### src/rtl/load_tracker.sv
module load_tracker #(
  parameter int N_HW = 12,
  parameter int N_SW = 4,
  parameter int WW   = 3,
  parameter int TW   = 6,
  parameter int CW   = 8,
  parameter int KW   = 3,
  parameter int FRAC = 8,
  parameter int DW   = 32
) (
  input  logic            clk,
  input  logic            rst_n,
  input  logic            sample_stb,
  input  logic [N_HW-1:0] act_in,
  input  logic            cfg_we,
  input  logic [2:0]      cfg_addr,
  input  logic [DW-1:0]   cfg_wdata,
  input  logic            req_ack,
  output logic [1:0]      req_code,
  output logic            req_irq
);
  localparam int NIN     = N_HW + N_SW;
  localparam int PER_REG = 8;
  localparam int WT_BASE = 3;
  localparam int SW_ADDR = WT_BASE + (NIN + PER_REG - 1) / PER_REG;
  localparam int LSW     = $clog2(NIN * ((1 << WW) - 1) + 1);
  localparam int AVW     = TW + FRAC;
  localparam int TMAX    = (1 << TW) - 1;

  logic            en_q, mask_q;
  logic [KW-1:0]   k_q;
  logic [TW-1:0]   dn_thr, up_thr, pn_thr;
  logic [CW-1:0]   up_cnt, dn_cnt, up_run, dn_run;
  logic [N_SW-1:0] sw_q;
  logic [WW-1:0]   wt_q [NIN];
  logic [AVW-1:0]  avg_q;

  for (genvar i = 0; i < NIN; i++) begin : g_wt
    always_ff @(posedge clk or negedge rst_n)
      if (!rst_n) wt_q[i] <= '0;
      else if (cfg_we && cfg_addr == 3'(WT_BASE + i / PER_REG))
        wt_q[i] <= cfg_wdata[(i % PER_REG) * WW +: WW];
  end

  wire [NIN-1:0] act_all = {sw_q, act_in};
  logic [LSW-1:0] load_sum;
  always_comb begin
    load_sum = '0;
    for (int i = 0; i < NIN; i++)
      if (act_all[i]) load_sum = load_sum + LSW'(wt_q[i]);
  end

  wire [TW-1:0] load_sat = (load_sum > LSW'(TMAX)) ? TW'(TMAX) : load_sum[TW-1:0];

  wire signed [AVW+1:0] diff    = $signed({2'b00, load_sat, {FRAC{1'b0}}}) - $signed({2'b00, avg_q});
  wire signed [AVW+1:0] avg_sum = $signed({2'b00, avg_q}) + (diff >>> k_q);
  wire [AVW-1:0]        avg_nxt = avg_sum[AVW-1:0];
  wire [TW-1:0]         lvl     = avg_nxt[AVW-1:FRAC];

  wire c_pn = lvl > pn_thr;
  wire c_up = lvl > up_thr;
  wire c_dn = lvl < dn_thr;
  wire [CW-1:0] up_inc = up_run + 1'b1;
  wire [CW-1:0] dn_inc = dn_run + 1'b1;
  wire f_up = c_up && up_inc >= up_cnt;
  wire f_dn = c_dn && dn_inc >= dn_cnt;

  always_ff @(posedge clk or negedge rst_n) begin
    if (!rst_n) begin
      en_q <= 1'b0; mask_q <= 1'b0; k_q <= '0;
      dn_thr <= '0; up_thr <= '0; pn_thr <= '0;
      up_cnt <= '0; dn_cnt <= '0; sw_q <= '0;
      up_run <= '0; dn_run <= '0; avg_q <= '0;
      req_code <= 2'b00;
    end else begin
      if (cfg_we) begin
        case (cfg_addr)
          3'd0: begin
            en_q <= cfg_wdata[0]; mask_q <= cfg_wdata[1]; k_q <= cfg_wdata[2 +: KW];
          end
          3'd1: begin
            dn_thr <= cfg_wdata[0 +: TW]; up_thr <= cfg_wdata[8 +: TW]; pn_thr <= cfg_wdata[16 +: TW];
          end
          3'd2: begin
            up_cnt <= cfg_wdata[0 +: CW]; dn_cnt <= cfg_wdata[8 +: CW];
          end
          3'(SW_ADDR): sw_q <= cfg_wdata[N_SW-1:0];
          default: ;
        endcase
      end
      if (!en_q) begin
        up_run <= '0; dn_run <= '0; req_code <= 2'b00;
      end else begin
        if (req_ack) req_code <= 2'b00;
        if (sample_stb) begin
          avg_q  <= avg_nxt;
          up_run <= (!c_up || c_pn || f_up) ? '0 : up_inc;
          dn_run <= (!c_dn || c_pn || f_dn) ? '0 : dn_inc;
          if (!req_ack && req_code == 2'b00)
            req_code <= c_pn ? 2'b11 : f_up ? 2'b01 : f_dn ? 2'b10 : 2'b00;
        end
      end
    end
  end

  assign req_irq = (req_code != 2'b00) && !mask_q;
endmodule


### config.mk
export PLATFORM = sky130hd
export DESIGN_NAME = load_tracker
export DESIGN_NICKNAME = d
export VERILOG_FILES = /design/src/rtl/load_tracker.sv
export SDC_FILE = /design/constraint.sdc
export NUM_CORES = 1
export LEC_CHECK = 0
export BUFFER_PORTS_ARGS = -buffer_cell sky130_fd_sc_hd__buf_2
export CELL_PAD_IN_SITES_DETAIL_PLACEMENT = 2
export CELL_PAD_IN_SITES_GLOBAL_PLACEMENT = 2
export CORE_MARGIN = 2
export CORE_UTILIZATION = 40
export DETAILED_ROUTE_END_ITERATION = 6
export PLACE_DENSITY_LB_ADDON = 0.25
export SLEW_MARGIN = 20
export SYNTH_ARGS = -nofsm -noshare
export SYNTH_HDL_FRONTEND = slang
export SYNTH_SLANG_ARGS = --single-unit
### constraint.sdc
create_clock -name clk -period 33.7 [get_ports clk]
set_input_delay 1.685 -clock clk [delete_from_list [all_inputs] [get_ports clk]]
set_output_delay 1.685 -clock clk [all_outputs]
set_load 0.02 [all_outputs]
==> Word level (Yosys, flattened, before mapping) <==
Cells that the tools add are included.
{ "word_totals": {"reg_bits": 123, "latch_bits": 0, "mem_bits_rw": 0, "romBits": 0, "inputBits": 52, "output_inout_bits": 3, "word_cells": 113, "mem_count": 0} }
{ "op_classes": {"n_addsub": 19, "mul": 0, "n_div": 0, "n_lt_le_gt_ge": 6, "eq_ne": 6, "shift": 1, "muxes": 30, "n_bitwise": 0, "n_reduce_logical": 22} }
{ "op_table": {"columns": ["operator", "n"], "rows": [
  ["7-bit by 3-bit adder with 7-bit output", 15],
  ["7-bit two-way mux", 15],
  ["8-bit two-way mux", 6],
  ["8-bit by 1-bit adder with 8-bit output (second input constant)", 2],
  ["8-bit >= comparator", 2],
  ["15-bit by 3-bit >>> shifter with 14-bit output", 1],
  ["14-bit by 14-bit subtractor with 15-bit output", 1],
  ["14-bit adder", 1],
  ["2-bit two-way mux", 7],
  ["6-bit > comparator", 2],
  ["2-bit AND reduction", 5],
  ["7-bit by 6-bit > comparator with 1-bit output (second input constant)", 1],
  ["3-bit by 2-bit equality test with 1-bit output (second input constant)", 2],
  ["3-bit equality test (second input constant)", 2],
  ["1-bit logical AND", 6],
  ["6-bit less-than comparator", 1],
  ["6-bit two-way mux", 1],
  ["1-bit zero test", 4],
  ["1-bit logical OR", 4],
  ["3-bit by 1-bit equality test with 1-bit output (second input constant)", 1],
  ["3-bit zero test", 1],
  ["3-bit two-way mux", 1],
  ["2-bit zero test", 1],
  ["2-bit != test (second input constant)", 1],
  ["2-bit nonzero test", 1]
]} }

==> Longest topological paths before layout <==
Gate-level depths: netlist (run 1).
{ "depth": {"depth_word": 44, "ltp_mapped": 96, "depth_no_buf": 96} }

==> Worst setup path before layout (run 1) <==
No wires, ideal clock.
{ "synth_path": {"path_kind": "input-to-reg", "from": "in act_in[0]", "to": "reg dn_run[3]", "setup_ns": 0.083, "arrival_time_ns": 19.089, "required_ns": 33.617, "slack_ns": 14.528, "path_stages": 86, "path_buffers": 1, "path_cell_list": "and2_1 > ha_1 > inv_1 > fa_1 > mux2i_1 > inv_1 > fa_1 > nand2_1 > o21ai_1 > fa_1 > mux2i_1 > inv_1 > fa_1 > nand2_1 > o21ai_1 > fa_1 > mux2i_1 > inv_1 > [50 not listed] > a21o_1 > a21o_1 > a21oi_1 > o21bai_1 > a21oi_1 > xnor2_1 > ha_1 > nor2b_1 > o21a_1 > o21ai_0 > nand2b_1 > a21oi_1 > nor2b_1 > o22ai_1 > nor2b_1 > clkbuf_1 > nand3_1 > o21ai_0"} }
{ "synth_between": {"elab_chain_cells": 43, "word_cells_on_any_way": 45, "cone_classes": "add/sub (17); order compare (3); shift (1); mux (20); reduce/logical (4)"} }
{ "synth_rtl": {"columns": ["item", "line_no", "source"], "rows": [
  ["start, declared", "14", "input logic [N_HW-1:0] act_in,"],
  ["3-bit two-way mux *", "50", "if (act_all[i]) load_sum = load_sum + LSW'(wt_q[i]);"],
  ["7-bit by 3-bit adder with 7-bit output", "50", null],
  ["7-bit two-way mux *", "50", null],
  ["7-bit by 3-bit adder with 7-bit output", "50", null],
  ["7-bit two-way mux *", "50", null],
  ["7-bit by 3-bit adder with 7-bit output", "50", null],
  ["7-bit two-way mux *", "50", null],
  ["7-bit by 3-bit adder with 7-bit output", "50", null],
  ["[28 not listed]", null, null],
  ["named net avg_sum[9]", "56", "wire signed [AVW+1:0] avg_sum = $signed({2'b00, avg_q}) + (diff >>> k_q);"],
  ["6-bit less-than comparator", "62", "wire c_dn = lvl < dn_thr;"],
  ["1-bit zero test", "98", "dn_run <= (!c_dn || c_pn || f_dn) ? '0 : dn_inc;"],
  ["1-bit logical OR", "98", null],
  ["1-bit logical OR *", "98", null],
  ["8-bit two-way mux *", "98", null],
  ["8-bit two-way mux *", "95", "if (sample_stb) begin"],
  ["8-bit two-way mux *", "91", "if (!en_q) begin"],
  ["end signal, assigned", "98", null],
  ["end, declared", "33", "logic [CW-1:0] up_cnt, dn_cnt, up_run, dn_run;"]
]} }
Mark *: on every way through the listed nets, which the timed path passes. The rest lies on a longest branch. The select of a mux whose other input is x is not followed.
A chain may end at the register's enable or synchronous reset.

==> Worst setup path in the final report (run 1) <==
{ "layout_path": {"from": "in act_in[0]", "to": "reg dn_run[7]"} }
The elaborated chain is that of the path after synthesis.

==> run summary, run 1 <==
Synthesis handed over a netlist of between 1000 and 1500 instances. The required time at the endpoint of the critical path came out at between 30000 and 40000 ps. The worst-skew pair later-pin latency came out at 430 ps.

The final net count is 1359. Setup repair after global routing left no endpoint under its margin. The first global-routing pass estimated ~54000 um of wire.

The count of nets left with antenna violations after detail routing came out at 0. The count of routing violations after the opening detailed-route iteration is between 200 and 300. The main combinational cell family by area after synthesis is compound AO/OA/AOI/OAI gates. The die covers between 20000 and 30000 um^2. After synthesis, the mean cell area works out to ~9 um^2. The flop and latch count out of synthesis is 123. In this run the worst setup path begins at act_in[0]. The worst-path maximum fanout is 14. The biggest area contributor in the post-synthesis netlist is sky130_fd_sc_hd__dfrtp_1.

Buffers inserted during clock tree synthesis total 17. The clock passes through at most 2 buffers. The per-cell via count in the routed design is about 5.7. The overall global routing resource usage is 0.259.

The predominant post-synthesis flop cell is sky130_fd_sc_hd__dfrtp_1. The total of warnings raised by yosys came out at 0. The final RePlAce weighted congestion came out at between 0.8 and 0.9. By area the synthesized netlist is led by sky130_fd_sc_hd__dfrtp_1 (30%), sky130_fd_sc_hd__ha_1 (12%), sky130_fd_sc_hd__mux2_2 (8.4%), sky130_fd_sc_hd__o21ai_0 (5.5%), sky130_fd_sc_hd__nand2_1 (4.9%). At the pin with the least slew margin, the transition time is 911 ps.

The die width is approximately 170 um. Buffers added to address setup during post-CTS repair amount to 0. The highest clock rate is 45.4 MHz. The final count of negative-setup-slack endpoints came out at 0. The highest layer touched by signal routing is met4.

The number of antenna violations at the first check in global routing is 0. The post-synthesis simple-gate area fraction is 0.143. The clock-pin slew reported for the worst setup and hold paths after clock tree synthesis came out at 60 ps. The biggest cell delay along the critical path came out at 640 ps. The height of the chip is ~170 um. The cell with the most instances on the worst path is sky130_fd_sc_hd__fa_1. The total of max-cap violations came out at 0. The xor and xnor fraction of the mapped netlist area is 0.0808. The TritonCTS clock tree is done. Of the cells placed in the final design, the portion with a size suffix greater than 1 is 0.161. STA classifies the critical path endpoint as a flop. Post-CTS repair changed the size of 0 cells. The launching element type of the critical path is a primary input. The post-synthesis cell area came out at slightly above 10000 um^2.

The arrival time of data at the critical path endpoint is 22360 ps. The number of pins with negative max-slew slack in the final report is 0. The root cell of the clock tree is sky130_fd_sc_hd__clkbuf_16. The flow ran to the end, and the final reports show no timing, DRC or antenna violations. The compound-cell area share of the yosys netlist is 0.159. The number of levels in the clock H-tree is 4. The number of flops mapped to enable cells by yosys came out at 0. The startpoint identified for the worst register-to-register timing path is wt_q[45]. The total overflow reported by the global router is 0.

The most common cell in the synthesized netlist is sky130_fd_sc_hd__nand2_1. The worst path needs 22030 ps of the cycle, external delays included. The setup skew after layout came out at 6.46 ps. Compared with the post-synthesis result, the final layout area differs by 11.1%. The number of fill cells in the layout is around 2800. In the routed design, unresolved DRC markers number 0.

Measured against its own limit, the worst slew margin works out to 0.391. The routed length on met2 is 17600 um. The core region is about 25000 um^2. The row count came out at just under 60.

In this run the worst hold path is classified as reg -> reg. On the critical path, the stage with the largest delay is an instance of sky130_fd_sc_hd__nor2b_2. The share of synthesized cell area in full adder, half adder and majority cells is 0.157. The net count after synthesis is approximately 1300. The finished layout holds around 1500 standard cells, fillers aside. After legalization and detailed placement, the total HPWL measured between 20000 and 25000 um.

After routing, the total negative slack on setup checks comes to 0 ps. The met3 routed wirelength came out at 854 um. The sequential element share of the synthesized area came out at 0.297. The total instance count after detailed placement came out at 1500. The count of TritonRoute iterations in the first routing pass came out at 4. The total number of vias came out at between 8000 and 9000. The cts-stage hold buffer count is 0. The proportion of netlist area held by the largest area contributor is 0.297. The maximum number of pins on one net before global-route repair came out at 62. In the final routed layout, each cell accounts on average for around 22 um. The total routed wire length on the met1 layer came out at roughly 14000 um. The critical path is of the in -> reg type. The antenna diode count came out at 0.

The total count of hold-check failures in the final report was 0. After synthesis, the share of cell area in mux cells is 0.113. The number of clock sinks came out at between 100 and 150. The source of the worst hold timing path is wt_q[46]. The count of input and output buffers came out at 46. The initial utilization of the core area, before any placement, comes to 0.409. The routed design has 33300 um of wire.

The ratio of final minimum period to clock period is 0.654. The distinct cell type count of the synthesized netlist came out at 71. The number of I/O pins came out at 55.

Ranked by instance count, the synthesized netlist is headed by sky130_fd_sc_hd__nand2_1 (134), sky130_fd_sc_hd__dfrtp_1 (123), sky130_fd_sc_hd__o21ai_0 (113). The number of global-route vias before repair is approximately 9900. The fraction of registers with async set/reset is 1.00.
-- sequential cells by signal, summed over array words and instances (netlist names) --
signal	count
avg_q	14
dn_cnt	8
dn_run	8
dn_thr	6
en_q	1
k_q	3
mask_q	1
pn_thr	6
req_code	2
sw_q	4
up_cnt	8
up_run	8
up_thr	6
wt_q	48
-- placed cells by master, fill, tap and decap left out, types with 12 or more instances in the layout --
master / count
sky130_fd_sc_hd__mux2_2: 77
sky130_fd_sc_hd__nor2b_1: 34
sky130_fd_sc_hd__dfrtp_1: 123
sky130_fd_sc_hd__a21o_1: 17
sky130_fd_sc_hd__a21oi_1: 49
sky130_fd_sc_hd__nand2_1: 134
sky130_fd_sc_hd__ha_1: 102
sky130_fd_sc_hd__nand2b_1: 21
sky130_fd_sc_hd__mux2i_1: 24
sky130_fd_sc_hd__nand4_1: 12
sky130_fd_sc_hd__clkbuf_16: 17
sky130_fd_sc_hd__xor2_1: 19
sky130_fd_sc_hd__xnor2_1: 53
sky130_fd_sc_hd__o21ai_1: 12
sky130_fd_sc_hd__o21a_1: 12
sky130_fd_sc_hd__buf_2: 45
sky130_fd_sc_hd__inv_1: 104
sky130_fd_sc_hd__o21ai_0: 113
sky130_fd_sc_hd__nor2_1: 50
sky130_fd_sc_hd__fa_1: 16
sky130_fd_sc_hd__nand3_1: 22
-- layer usage --
layer	GRT usage	vias to the layer above
li1	-	4061
met1	0.318	4418
met2	0.476	120
met3	0.0321	59
met4	0.0680	0
met5	0	-
-- cells by family after synthesis --
family,count (synthesis)
simple gates,313
compound gates,268
buf+inv,139
flops,123
fa+ha+maj,121
mux,104
xor+xnor,83
-- worst paths after layout --
path | endpoint | depth (start not counted) | slack [ps]
worst max-delay path | dn_run[7] | 84 | 11670
worst min register to register | wt_q[46] | 1 | 510
worst max register to register | dn_run[7] | 83 | 12670
worst min-delay path | wt_q[46] | 1 | 510
max in group asynchronous | dn_cnt[5] | 3 | 30800
min in group asynchronous | avg_q[2] | 1 | 1130
-- stage by stage --
step	util	area [um^2]	hold WS (ps)	setup slack (ps)
after floorplan	-	10400	466	14530
after global placement	0.432	10900	483	11970
after detailed placement	0.432	10900	498	11140
after CTS	0.455	11500	511	11150
after global routing	0.455	11500	533	10000
final	0.455	11500	510	11670
-- area by class of cell --
| type | instances | area [um^2] | share of cell area |
|---|---|---|---|
| multi-input combinational | 889 | 6790 | 0.589 |
| sequential | 123 | 3080 | 0.267 |
| clock buffer | 25 | 485 | 0.0421 |
| tap | 330 | 413 | 0.0358 |
| inverter | 106 | 398 | 0.0345 |
| timing repair buffer | 52 | 278 | 0.0241 |
| clock inverter | 7 | 88.8 | 0.00771 |
-- worst max-delay path: cells and delay by family --
family / cells / cell delay (ps)
AO/OA/AOI/OAI: 26 / 5170
XOR/XNOR: 3 / 950
adder cells (fa/ha/maj): 19 / 8320
buffers and inverters: 9 / 960
multiplexers: 9 / 2920
AND/OR/NAND/NOR: 18 / 2370
Power of run 1 is left out: the tool's default activity adds up to more than one toggle a clock period on the data nets, which glitch-free logic cannot reach.
==> run 2, diff against run 1 <==
--- a/config.mk
+++ b/config.mk
@@ -5,11 +5,12 @@
 export SDC_FILE = /design/constraint.sdc
 export NUM_CORES = 1
 export LEC_CHECK = 0
+export ABC_AREA = 1
 export BUFFER_PORTS_ARGS = -buffer_cell sky130_fd_sc_hd__buf_2
 export CELL_PAD_IN_SITES_DETAIL_PLACEMENT = 2
 export CELL_PAD_IN_SITES_GLOBAL_PLACEMENT = 2
 export CORE_MARGIN = 2
-export CORE_UTILIZATION = 40
+export CORE_UTILIZATION = 33
 export DETAILED_ROUTE_END_ITERATION = 6
 export PLACE_DENSITY_LB_ADDON = 0.25
 export SLEW_MARGIN = 20
==> constraint.sdc (replaced) <==
create_clock -name clk -period 18.2 [get_ports clk]
set_input_delay 0.91 -clock clk [delete_from_list [all_inputs] [get_ports clk]]
set_output_delay 0.91 -clock clk [all_outputs]
set_load 0.02 [all_outputs]
==> run summary, run 2 <==
The slowest stage of the critical path is the sky130_fd_sc_hd__fa_2 cell. The fraction of layout instances using a drive strength above 1 is 0.191. The number of buffers added by the clock tree synthesis step came out at 17. The most area-hungry cell type in the Yosys netlist is sky130_fd_sc_hd__dfrtp_1.

The number of I/O pins came out at 55. The post-DP HPWL came out at approximately 26000 um. The register-to-register setup slack is between 1000 and 1500 ps.

For this run, global-route usage on met1 was measured as 0.268. The overall die area is roughly 33000 um^2. The ratio of final minimum period to clock period is 0.956. In this run the tool buffered the top-level ports with 46 buffer cells.

In this run the horizontal extent of the chip is around 180 um. The effective utilization at floorplan is 0.336. The remaining max-slew budget at the tightest pin came out at 0.354. Summed over all layers, the routed wires come to between 30000 and 40000 um. In this run the worst path has a maximum fanout of 6. The distinct cell type count of the synthesized netlist came out at between 40 and 50.

On the final layout, the worst hold slack is 493 ps. The mapped netlist covers 10300 um^2. The highest clock rate came out at 57.5 MHz. Leaving out fill and tap cells, the most frequent cells in the layout are sky130_fd_sc_hd__nand2_1 (312), sky130_fd_sc_hd__inv_1 (269), sky130_fd_sc_hd__o21ai_0 (140). The average instance area after synthesis is 7.06 um^2. The required time at the endpoint of the critical path came out at around 19000 ps.

Of the synthesized area, sequential elements account for 0.299. The arrival time of data at the critical path endpoint came out at 17710 ps. The cell sitting at the root of the clock tree is a sky130_fd_sc_hd__clkbuf_16. The later pin in the worst-skew pair is clocked with a latency of about 430 ps.

The predominant post-synthesis flop cell is sky130_fd_sc_hd__dfrtp_1. For this design, the sink count on the clock tree is roughly 120. The minimum period implied by the final worst setup slack is approximately 17000 ps. The area growth from synthesis to layout is 20.7%.

The final setup TNS came out at 0 ps. The count of nets left with antenna violations after detail routing is 0. The run finished with clean final reports. The most repeated cell in the gate-level netlist after synthesis is sky130_fd_sc_hd__nand2_1. The row count is 64. The core occupancy in the finished layout is 0.406. Sorting the synthesized cells by area gives the leading types as sky130_fd_sc_hd__dfrtp_1 (30%), sky130_fd_sc_hd__ha_1 (12%), sky130_fd_sc_hd__nand2_1 (12%), sky130_fd_sc_hd__inv_1 (10%), sky130_fd_sc_hd__o21ai_0 (7.9%). The number of antenna violations at the first check in global routing is 0. TritonCTS built the clock tree.

After detailed routing, the number of vias per cell comes to between 5 and 6. By count the netlist is led by sky130_fd_sc_hd__nand2_1 (321), sky130_fd_sc_hd__inv_1 (277), sky130_fd_sc_hd__o21ai_0 (162). The fraction of registers with async set/reset is 1.00. The number of levels in the clock H-tree came out at 4. Across all layers, the routed design uses roughly 10000 vias. The count of TritonRoute iterations in the first routing pass is 4. The largest registers in the layout are wt_q: 48 flops, avg_q: 14 flops. The first global-routing pass estimated roughly 56000 um of wire. The number of global-route vias before repair is roughly 11000. The layer with the highest usage after global routing is met2. The number of fill cells in the layout is 3591. After detailed routing, the number of remaining DRC violations is 0. The maximum buffer depth of the clock tree is 2. The min-delay analysis places its worst path in the category reg -> reg.

The met3 usage in global routing is 0.0214. The clock-pin slew reported for the worst setup and hold paths after clock tree synthesis came out at 70 ps. The library cell used most frequently in the layout, excluding fill and tap cells, is sky130_fd_sc_hd__nand2_1. The total overflow reported by the global router is 0. The placeable core region came out at slightly above 30000 um^2. The total area of multi-input combinational cells came out at between 6000 and 7000 um^2. The global routing met2 resource utilization came out at 0.390. The register with the most flip-flops in the layout has 48 of them. The endpoint class of the critical path is a flop.

The number of pins with negative max-slew slack in the final report is 0. The number of standard cells after synthesis came out at approximately 1500. The flop and latch count out of synthesis is approximately 120.

STA classifies the critical path startpoint as a primary input. The setup path with the least slack is of type in -> reg. The setup skew after layout is roughly 20 ps. The net count after synthesis came out at between 1500 and 2000.

The register with the most flip-flops in the final layout is wt_q. The sequential cells in the finished layout cover a total of around 3100 um^2. The height of the chip came out at approximately 180 um.

The count of routing violations after the opening detailed-route iteration came out at ~310. The transition time at the pin with the least slew margin came out at around 960 ps. The repair_antennas step left the layout with diodes totalling 0. The maximum number of pins on one net before global-route repair is around 70. The total of max-cap violations came out at 0. The total count of hold-check failures in the final report came out at 0. The number of flops mapped to enable cells by yosys is 0.

The total of warnings raised by yosys is 0. Setup violations remaining at the end of the flow were counted as 0. The biggest cell delay along the critical path came out at ~560 ps. The cts-stage hold buffer count is 0.

The routed wire length per instance came out at around 18 um. At the end of routability-driven placement, the weighted congestion stood at between 0.7 and 0.8. Of the post-synthesis cell area, the dominant cell type holds 0.299. In the final design database the tool counted roughly 1700 nets. The overall global routing resource usage is 0.212.
==> run 2: through the flow <==
stage	area [um^2]	worst slack, ps	instances
6_report	12400	804	1964
4_1_cts	11900	1.81	1948
3_5_place_dp	11300	-655	1917
5_1_grt	12400	-227	1964
3_3_place_gp	11300	119	1917
2_1_floorplan	10300	922	1459
==> run 2: path summary, 6_finish.rpt <==
path / start / end / cells past startpoint
max: act_in[0] / dn_run[7] / 94
min: up_cnt[1] / up_cnt[1] / 2
max reg2reg: wt_q[45] / dn_run[7] / 93
min reg2reg: up_cnt[1] / up_cnt[1] / 2
max in group asynchronous: rst_n / k_q[2] / 2
min in group asynchronous: rst_n / dn_run[4] / 1
==> run 2: area by class of cell <==
cell class / instances / share of cell area
Clock buffer: 19 / 0.0356
Clock inverter: 12 / 0.0150
Inverter: 287 / 0.0866
Multi-Input combinational cell: 1022 / 0.521
Sequential cell: 123 / 0.247
Tap cell: 396 / 0.0398
Timing Repair Buffer: 105 / 0.0546
==> run 2: layer usage <==
| metal | vias up | part of all wire |
|---|---|---|
| li1 | 4844 | - |
| met1 | 4967 | 0.44 |
| met2 | 103 | 0.52 |
| met3 | 40 | 0.022 |
| met4 | 0 | 0.018 |
| met5 | - | 0 |
==> run 2: cell families after synthesis <==
kind of cell,after synthesis,synth area share
flops,123,0.299
buf+inv,314,0.114
compound gates,285,0.154
simple gates,583,0.248
fa+ha+maj,118,0.155
xor+xnor,33,0.0280
mux,3,0.00291
==> run 2: repair_timing <==
action                     in CTS  in global routing
gates cloned                    0                  0
pin swaps                       5                 65
gates resized for setup        11                109
buffers inserted                0                 16
setup endpoints to repair      18                 19
==> run 2: critical path, delay by kind of cell <==
kind                       cells  cell delay (ps)
xor gates and xnor gates       2              490
buffers and inverters         23             1770
AOI/OAI and AO/OA             25             4030
adders and majority gates     19             7830
and+or+nand+nor               24             2510
muxes                          1              120
Power of run 2 is left out for the same reason.
==> run 3, diff against run 2 <==
--- a/config.mk
+++ b/config.mk
@@ -13,6 +13,7 @@
 export CORE_UTILIZATION = 33
 export DETAILED_ROUTE_END_ITERATION = 6
 export PLACE_DENSITY_LB_ADDON = 0.25
+export RECOVER_POWER = 25
 export SLEW_MARGIN = 20
 export SYNTH_ARGS = -nofsm -noshare
 export SYNTH_HDL_FRONTEND = slang
==> run summary, run 3 (synthesized netlist as in run 2, its figures left out) <==
The run finished, with violations left. The final reports fail on max-capacitance violations, max-slew violations. The worst-skew pair later-pin latency is 430 ps. The per-cell via count in the routed design is around 5.1. The worst-path maximum fanout is 6.

The total overflow reported by the global router is 0. The number of I/O pins is 55. The area growth from synthesis to layout came out at 20.6%. The highest clock rate is about 57 MHz. The number of standard cells in the final layout excluding fillers came out at 1964. The setup skew after layout came out at ~22 ps.

TritonCTS built the clock tree. The number of global-route vias before repair is approximately 11000. In the final layout, the registers with the most flip-flops are wt_q: 48 flops, avg_q: 14 flops. The minimum period implied by the final worst setup slack came out at approximately 17000 ps. CTS saw roughly 120 sinks. The worst register-to-register path begins at wt_q[45].

The number of levels in the clock H-tree is 4. The critical path is of the in -> reg type. The tightest min-delay check is of the reg -> reg type. The count of TritonRoute iterations in the first routing pass is 5. The remaining max-slew budget at the tightest pin is -1.28. The number of cell instances on the worst register-to-register path is 93. The routed wire length per instance came out at approximately 18 um.

The number of buffers added by the clock tree synthesis step came out at 17. After legalization and detailed placement, the total HPWL measured around 26000 um. The clock-pin slew reported for the worst setup and hold paths after clock tree synthesis came out at about 60 ps. The count of routing violations after the opening detailed-route iteration came out at 303. For the worst setup path, the data required time is 18490 ps. The fraction of layout instances using a drive strength above 1 came out at 0.189. The row count came out at 64. The ratio of final minimum period to clock period came out at 0.956. The number of antenna violations at the first check in global routing came out at 0. The height of the chip is 181 um. The number of pins with negative max-slew slack in the final report is 107. Detailed routing inserted a total of 9961 vias. STA classifies the critical path endpoint as a flop.

The worst setup path is launched from a primary input. In this run the critical register-to-register path is captured at req_code[0]. Entering global routing, the biggest net connects 68 pins. For this design, the CTS-stage hold fixing added 0 buffers.

The end point of the critical path is req_code[0]. The antenna diode count came out at 0. On the worst path, the slowest cell contributes a delay of approximately 560 ps. In this run the clock root is driven by a sky130_fd_sc_hd__clkbuf_16.

The congestion estimate from routability-driven global placement came to just under 0.8. The total count of hold-check failures in the final report was 0. The die covers ~33000 um^2. For the pin with the worst max-slew slack, the measured transition is roughly 3400 ps. The wire length of the first global-routing pass is between 50000 and 60000 um. In the final design database the tool counted 1726 nets. The total instance count after detailed placement came out at around 1900.

The overall global routing resource usage came out at 0.212. The total of max-cap violations is 2. Leaving out fill and tap cells, the most frequent cells in the layout are sky130_fd_sc_hd__nand2_1 (312), sky130_fd_sc_hd__inv_1 (269), sky130_fd_sc_hd__o21ai_0 (140).

The die width came out at approximately 180 um. Tracing the worst setup path back leads to its startpoint at act_in[0]. The arrival time of data at the critical path endpoint is about 18000 ps. The master of the slowest instance on the critical path is sky130_fd_sc_hd__fa_2. The core occupancy in the finished layout is 0.405. After detailed routing, the number of remaining DRC violations is 0. The most common library cell in the layout ignoring fill and taps is sky130_fd_sc_hd__nand2_1. Input and output buffers added on the ports amount to between 40 and 50. The final count of negative-setup-slack endpoints is 0. The core region is 30700 um^2. The flip-flop count of the largest register, all copies and words added came out at 48.

The total routed wirelength is ~35000 um. Counting flops per register, the top entry is wt_q. For this configuration, the core starts out at a cell density of 0.336.

The maximum buffer depth of the clock tree is 2. The register-to-register setup slack came out at 1030 ps. Once detail routing completed, the nets flagged for antenna violations numbered 0.
-- run 3: cell types whose count changed in the layout (fill, tap and decap cells not counted) --
cell / delta
sky130_fd_sc_hd__clkbuf_1: +4
sky130_fd_sc_hd__buf_2: -2
sky130_fd_sc_hd__buf_4: -2
-- run 3: critical path, delay by kind of cell --
kind,cells,cell delay [ps]
simple gates,24,2590
mux,1,120
fa+ha+maj,19,7910
buf+inv,22,1670
xor+xnor,2,490
compound gates,26,3950
-- run 3: worst min path at each step --
stage	from	to	slack (ps)	cells past startpoint
5_1_grt	dn_thr[0]	dn_thr[0]	520	2
4_1_cts	wt_q[45]	wt_q[45]	490	2
3_3_place_gp	up_thr[5]	up_thr[5]	470	2
3_5_place_dp	up_thr[4]	up_thr[4]	480	2
2_1_floorplan	dn_thr[0]	dn_thr[0]	450	2
6_report	up_cnt[1]	up_cnt[1]	490	2
-- run 3: metrics by stage --
step	hold slack, ps	cell area [um^2]	TNS (ps)	setup WS (ps)
after floorplan	448	10300	0	922
after CTS	493	11900	0	1.81
final	493	12400	0	802
after detailed placement	477	11300	-10160	-655
after global routing	525	12400	-2500	-227
after global placement	467	11300	0	119
-- run 3: final cells by class --
class	count	area [um^2]
clock inverter	12	186
timing repair buffer	105	669
clock buffer	19	443
multi-input combinational	1022	6480
tap	396	495
sequential	123	3080
fill	3589	18200
inverter	287	1080
-- run 3: layer usage --
layer,wire (um),GRT usage,vias to the layer above,part of all wire
li1,-,-,4844,-
met1,15300,0.268,4975,0.44
met2,17900,0.390,102,0.52
met3,760,0.0214,40,0.022
met4,617,0.0445,0,0.018
met5,0,0,-,0
-- run 3: timing repair --
action | in CTS | in global routing
pin swaps | 5 | 65
setup buffers | 0 | 16
cloned | 0 | 0
setup endpoints to repair | 18 | 19
resized for setup | 11 | 109
Power of run 3 is left out for the same reason.
